==> config.mk <==
export PLATFORM = sky130hd
export DESIGN_NAME = brtrace_unit
export DESIGN_NICKNAME = d
export VERILOG_FILES = /design/src/rtl/brtrace_pkg.sv /design/src/rtl/brtrace_arb.sv /design/src/rtl/brtrace_regs.sv /design/src/rtl/brtrace_recon.sv /design/src/rtl/brtrace_unit.sv
export SDC_FILE = /design/constraint.sdc
export NUM_CORES = 1
export LEC_CHECK = 0
export ABC_AREA = 1
export BUFFER_PORTS_ARGS = -buffer_cell sky130_fd_sc_hd__buf_2
export CAP_MARGIN = 25
export CORE_ASPECT_RATIO = 0.5
export CORE_MARGIN = 3
export CORE_UTILIZATION = 46
export DETAILED_ROUTE_END_ITERATION = 10
export PLACE_DENSITY = 0.82
export SLEW_MARGIN = 20
export SYNTH_ARGS = -nofsm -noshare
export SYNTH_HDL_FRONTEND = slang
export SYNTH_SLANG_ARGS = --single-unit
==> constraint.sdc <==
create_clock -name clk -period 2.27 [get_ports clk]
set_clock_uncertainty 0.2 [all_clocks]
set_input_delay 0.227 -clock clk [delete_from_list [all_inputs] [get_ports clk]]
set_output_delay 0.227 -clock clk [all_outputs]
set_load 0.005 [all_outputs]
==> src/rtl/brtrace_pkg.sv <==
package brtrace_pkg;
  localparam int unsigned ADDR_W_DEF = 32;
  localparam int unsigned PTR_W_DEF  = 3;

  typedef enum logic [1:0] {
    DK_NONE   = 2'd0,
    DK_BRANCH = 2'd1,
    DK_IRQ    = 2'd2
  } disc_kind_e;
endpackage

==> src/rtl/brtrace_arb.sv <==
module brtrace_arb #(
  parameter int unsigned AW = brtrace_pkg::ADDR_W_DEF,
  parameter int unsigned PW = brtrace_pkg::PTR_W_DEF
) (
  input  logic          en,
  input  logic          br_req,
  input  logic [AW-1:0] br_base,
  input  logic [PW-1:0] br_ptr,
  input  logic [AW-1:0] br_dest,
  input  logic          irq_req,
  input  logic [AW-1:0] irq_base,
  input  logic [PW-1:0] irq_ptr,
  input  logic [AW-1:0] irq_dest,
  input  logic          irq_dslot,
  output logic          cap_fire,
  output brtrace_pkg::disc_kind_e cap_kind,
  output logic [AW-1:0] cap_base,
  output logic [PW-1:0] cap_ptr,
  output logic [AW-1:0] cap_dest,
  output logic          cap_ptr_ok
);
  import brtrace_pkg::*;

  function automatic logic [AW-1:0] hw_align(input logic [AW-1:0] a);
    return {a[AW-1:1], 1'b0};
  endfunction

  // pointer is meaningless only for an interrupt that split a delayed
  // branch from a target sitting on an odd halfword of a word
  function automatic logic ptr_usable(input disc_kind_e k,
                                      input logic dslot,
                                      input logic [AW-1:0] base);
    return !((k == DK_IRQ) && dslot && base[1]);
  endfunction

  always_comb begin
    if (irq_req)     cap_kind = DK_IRQ;
    else if (br_req) cap_kind = DK_BRANCH;
    else             cap_kind = DK_NONE;

    cap_fire = en && (cap_kind != DK_NONE);

    if (cap_kind == DK_IRQ) begin
      cap_base = hw_align(irq_base);
      cap_ptr  = irq_ptr;
      cap_dest = hw_align(irq_dest);
    end else begin
      cap_base = hw_align(br_base);
      cap_ptr  = br_ptr;
      cap_dest = hw_align(br_dest);
    end
    cap_ptr_ok = ptr_usable(cap_kind, irq_dslot, irq_base);
  end
endmodule

==> src/rtl/brtrace_regs.sv <==
module brtrace_regs #(
  parameter int unsigned AW = brtrace_pkg::ADDR_W_DEF,
  parameter int unsigned PW = brtrace_pkg::PTR_W_DEF
) (
  input  logic          clk,
  input  logic          rst,
  input  logic          en_wr,
  input  logic          en_data,
  input  logic          cap_fire,
  input  logic [AW-1:0] cap_base,
  input  logic [PW-1:0] cap_ptr,
  input  logic [AW-1:0] cap_dest,
  input  logic          cap_ptr_ok,
  output logic          trace_en,
  output logic [AW-1:0] src_base,
  output logic [PW-1:0] src_ptr,
  output logic          src_ptr_ok,
  output logic [AW-1:0] dst_addr
);
  always_ff @(posedge clk) begin
    if (rst) begin
      trace_en   <= 1'b0;
      src_base   <= '0;
      src_ptr    <= '0;
      src_ptr_ok <= 1'b0;
      dst_addr   <= '0;
    end else begin
      if (en_wr) trace_en <= en_data;
      if (cap_fire) begin
        src_base   <= cap_base;
        src_ptr    <= cap_ptr;
        src_ptr_ok <= cap_ptr_ok;
        dst_addr   <= cap_dest;
      end
    end
  end

  assert_en_load_R2: assert property (@(posedge clk) disable iff (rst)
    en_wr |=> (trace_en == $past(en_data)));

  assert_hold_off_R3: assert property (@(posedge clk) disable iff (rst)
    !trace_en |=> ($stable(src_base) && $stable(src_ptr) &&
                   $stable(src_ptr_ok) && $stable(dst_addr)));

  assert_aligned_R4: assert property (@(posedge clk) disable iff (rst)
    cap_fire |=> (!src_base[0] && !dst_addr[0]));
endmodule

==> src/rtl/brtrace_recon.sv <==
module brtrace_recon #(
  parameter int unsigned AW = brtrace_pkg::ADDR_W_DEF,
  parameter int unsigned PW = brtrace_pkg::PTR_W_DEF
) (
  input  logic [AW-1:0] base,
  input  logic [PW-1:0] ptr,
  input  logic          ptr_ok,
  output logic [AW-1:0] addr
);
  localparam int unsigned OFS_W = PW + 1;

  function automatic logic [AW-1:0] rebuild(input logic [AW-1:0] b,
                                            input logic [PW-1:0] p);
    logic [OFS_W-1:0] ofs;
    ofs = {p, 1'b0};
    return b - AW'(ofs);
  endfunction

  always_comb addr = ptr_ok ? rebuild(base, ptr) : base;
endmodule

==> src/rtl/brtrace_unit.sv <==
module brtrace_unit #(
  parameter int unsigned AW = brtrace_pkg::ADDR_W_DEF,
  parameter int unsigned PW = brtrace_pkg::PTR_W_DEF
) (
  input  logic          clk,
  input  logic          rst,
  input  logic          en_wr,
  input  logic          en_data,
  input  logic          br_req,
  input  logic [AW-1:0] br_base,
  input  logic [PW-1:0] br_ptr,
  input  logic [AW-1:0] br_dest,
  input  logic          irq_req,
  input  logic [AW-1:0] irq_base,
  input  logic [PW-1:0] irq_ptr,
  input  logic [AW-1:0] irq_dest,
  input  logic          irq_dslot,
  output logic          trace_en,
  output logic [AW-1:0] src_base,
  output logic [PW-1:0] src_ptr,
  output logic          src_ptr_ok,
  output logic [AW-1:0] dst_addr,
  output logic [AW-1:0] last_exec_addr
);
  import brtrace_pkg::*;

  logic          cap_fire;
  disc_kind_e    cap_kind;
  logic [AW-1:0] cap_base;
  logic [PW-1:0] cap_ptr;
  logic [AW-1:0] cap_dest;
  logic          cap_ptr_ok;

  brtrace_arb #(.AW(AW), .PW(PW)) u_arb (
    .en(trace_en), .br_req(br_req), .br_base(br_base), .br_ptr(br_ptr),
    .br_dest(br_dest), .irq_req(irq_req), .irq_base(irq_base),
    .irq_ptr(irq_ptr), .irq_dest(irq_dest), .irq_dslot(irq_dslot),
    .cap_fire(cap_fire), .cap_kind(cap_kind), .cap_base(cap_base),
    .cap_ptr(cap_ptr), .cap_dest(cap_dest), .cap_ptr_ok(cap_ptr_ok)
  );

  brtrace_regs #(.AW(AW), .PW(PW)) u_regs (
    .clk(clk), .rst(rst), .en_wr(en_wr), .en_data(en_data),
    .cap_fire(cap_fire), .cap_base(cap_base), .cap_ptr(cap_ptr),
    .cap_dest(cap_dest), .cap_ptr_ok(cap_ptr_ok), .trace_en(trace_en),
    .src_base(src_base), .src_ptr(src_ptr), .src_ptr_ok(src_ptr_ok),
    .dst_addr(dst_addr)
  );

  brtrace_recon #(.AW(AW), .PW(PW)) u_recon (
    .base(src_base), .ptr(src_ptr), .ptr_ok(src_ptr_ok),
    .addr(last_exec_addr)
  );

  assert_irq_wins_R8: assert property (@(posedge clk) disable iff (rst)
    (trace_en && br_req && irq_req) |=>
      (dst_addr[AW-1:1] == $past(irq_dest[AW-1:1])));

  assert_branch_ok_R4: assert property (@(posedge clk) disable iff (rst)
    (trace_en && br_req && !irq_req) |=> src_ptr_ok);

  assert_odd_slot_R6: assert property (@(posedge clk) disable iff (rst)
    (trace_en && irq_req && irq_dslot && irq_base[1]) |=>
      (!src_ptr_ok && src_base[1]));

  assert_plain_irq_R5: assert property (@(posedge clk) disable iff (rst)
    (trace_en && irq_req && !irq_dslot) |=> src_ptr_ok);

  assert_recon_R9: assert property (@(posedge clk) disable iff (rst)
    src_ptr_ok |-> ((last_exec_addr + AW'({src_ptr, 1'b0})) == src_base));

  assert_recon_bare_R9: assert property (@(posedge clk) disable iff (rst)
    !src_ptr_ok |-> (last_exec_addr == src_base));
endmodule

==> results.json <==
{
  "cts_buffer_depth": 2,
  "synth_top_area_share_pct": 29.9,
  "maxSlewHeadroom_pct": 39.8,
  "worst_skew_pair.late_latency_ps": 320,
  "syn2layout_area_growth_pct": 39.9,
  "synth_top_flop_cell": "dfxtp_1",
  "max_freq_ghz": 0.384,
  "grt_max_degree": 132,
  "startpoint_type": "register",
  "wirelength_mm": 13.7,
  "cts.sinks": 67,
  "grt_pass1_wl_mm": 20.8,
  "globalplace.congestion": 0.946,
  "synth_most_common_cell": "nor2_1",
  "ys_types": 30,
  "synth_common_cells": "nor2_1, inv_1, nand2_1",
  "core_area_um2": 9100,
  "fp.dieH_um": 75.8,
  "antenna_found_initial": 0,
  "drive_above_1_share_pct": 40.3,
  "wl_per_cell_um": 13.5,
  "slew_viol_final": 0,
  "setup_violations": 25,
  "clkTransAtPathRegs_ps": 50,
  "vias_per_cell": 4.91,
  "hold_class": "primary input to register",
  "finalCritPeriodShare_pct": 115,
  "io_pins": 242,
  "cts_buffers": 9,
  "ir_drop_mv": 0.503,
  "row_count": 24,
  "dp.cells": 996,
  "p_int_mw": 2.70,
  "async_flop_share_pct": 0,
  "start_util_pct": 49.3,
  "postRouteAntennaNets": 0,
  "p_per_area_nw_per_um2": 613,
  "switching_share_pct": 29.8,
  "crit_type": "register to output pin",
  "htreeDepth": 3,
  "nets": 1029,
  "synthTopCellsByArea": "dfxtp_1, a211oi_2, nor2_1, inv_1, a21oi_1",
  "cp.arrival_ps": 2180,
  "drtPass1Iterations": 7,
  "p_total_mw": 3.85,
  "die-area_um2": 11000,
  "cts_tree": "done",
  "ys_warn_count": 0,
  "pwr-share-comb_pct": 26.1,
  "rsz0062_at_grt": "yes",
  "grt_overflow_total": 0,
  "drc": 0,
  "status": "finished with violations",
  "worstPathMaxFanout": 3,
  "power_switching_mw": 1.15,
  "end_kind": "output pin",
  "cap_violations": 0,
  "dr.first_iter.drc_count": 333,
  "grt_pass1_vias": 4417,
  "worst_slack_ps": -337,
  "ys_seq_area_share_pct": 29.9,
  "netlist_area_um2": 4490,
  "synth_area_per_cell_um2": 6.85,
  "violations": "setup timing",
  "synth_edf_count": 0,
  "pwr-share-clk_pct": 39.2,
  "dieWidth_um": 146,
  "worst_ep_required_time_ps": 1840,
  "num_antenna_cells": 0,
  "fin_util_pct": 69.0,
  "grt_usage_pct": 22.8,
  "worst_pin_slew_ps": 903,
  "pwr-share-seq_pct": 34.6,
  "syn_inst": 655,
  "fin_cells": 1019,
  "dpl.hpwl_mm": 10.2,
  "finalCriticalPeriod_ps": 2610,
  "total_leakage_power_nw": 3.29,
  "vias": 5003,
  "io_buffers": 234,
  "finalHoldViolCount": 0,
  "synth-seq-cells": 67,
  "synth_top_area_cell": "dfxtp_1",
  "cts-root-buf": "clkbuf_16"
}
## kinds of logic after synthesis
kind of cell,after synthesis,share of synthesized area [%]
flip-flops,67,29.9
multiplexers,1,0.223
XOR/XNOR,16,3.12
buffers and inverters,148,14.3
AO/OA/AOI/OAI,135,25.6
AND/OR/NAND/NOR,283,25.6
other,1,0.0836
adder cells (fa/ha/maj),4,1.28
## cells in the final DEF, fill, tap and decap left out, types with 2 or more instances in the layout
| cell type | count |
|---|---|
| nand3_1 | 14 |
| xor2_1 | 15 |
| nand3b_1 | 3 |
| conb_1 | 3 |
| buf_12 | 2 |
| nor3_1 | 5 |
| a21oi_1 | 65 |
| buf_4 | 16 |
| nand2_2 | 2 |
| dfxtp_1 | 65 |
| a211oi_1 | 6 |
| inv_2 | 4 |
| bufinv_16 | 2 |
| inv_1 | 104 |
| dfxtp_2 | 2 |
| a211oi_2 | 60 |
| nor2_4 | 8 |
| nand4_1 | 5 |
| buf_2 | 232 |
| ha_4 | 2 |
| dlygate4sd3_1 | 2 |
| buf_6 | 3 |
| nor2_1 | 167 |
| nand3_4 | 2 |
| nand2_1 | 71 |
| clkbuf_8 | 2 |
| nand3_2 | 3 |
| clkbuf_16 | 9 |
## state kept, by name, summed over array words and instances (netlist names)
| signal | count |
|---|---|
| u_regs.src_ptr_ok | 1 |
| u_regs.dst_addr | 31 |
| u_regs.src_base | 31 |
| u_regs.src_ptr | 3 |
| u_regs.trace_en | 1 |
## metrics by stage
step                      TNS (ps)  hold slack [ps]  area (um2)  setup WS (ps)
after floorplan                  0              174        4490            129
after global placement        -267              278        5740          -67.2
after detailed placement      -500              283        5740          -96.9
after CTS                    -3690             31.2        6210           -256
after global routing         -7760             39.6        6280           -433
final                        -4870             40.3        6280           -337
## timing repair
action | CTS | global route
buffers inserted | 3 | 2
setup endpoints to repair | 27 | 28
hold endpoints to repair | 1 | 0
hold buffers | 2 | 0
gates resized for setup | 27 | 9
pin swaps | 10 | 7
## worst paths after layout
kind | startpoint | end | slack (ps) | cells after the start
setup / recovery | u_regs.src_base[1] | last_exec_addr[31] | -340 | 14
hold / removal | irq_dest[4] | u_regs.dst_addr[4] | 40 | 3
setup reg to reg | u_regs.trace_en | u_regs.src_base[8] | 420 | 5
hold reg to reg | u_regs.dst_addr[24] | u_regs.dst_addr[24] | 280 | 2
## worst max-delay path, stage by stage (launching register included)
cell	delay, ps
dfxtp_2	330
inv_2	70
ha_4	130
inv_2	40
fa_2	350
nand2_2	90
inv_2	50
nor2_4	160
buf_6	130
nand3_4	60
nor2_4	100
nand2_1	70
nand2_1	90
nand2_1	70
buf_2	130
## per-layer routing
| layer | global-route usage, % | routed length, um |
|---|---|---|
| met1 | 28.1 | 5620 |
| met2 | 42.5 | 6960 |
| met3 | 3.80 | 924 |
| met4 | 6.52 | 224 |
| met5 | 0 | 0 |
## final cells by class
class	instances	area (um2)
clock buffers	12	256
clock inverters	4	72.6
fillers	785	2820
inverters	109	412
multi-input cells	442	2660
flip-flops and latches	67	1340
well taps	130	163
repair buffers	255	1380
## power by group through the flow
stage               Sequential, mW  Clock [mW]  Combinational, mW
floorplan                     1.34           0              0.565
global placement              1.35           0              0.888
detailed placement            1.35           0              0.909
CTS                           1.33        1.53              0.967
global route                  1.34        1.59               1.11
finish                        1.33        1.51               1.01
Power figures use the tool's default switching activity.
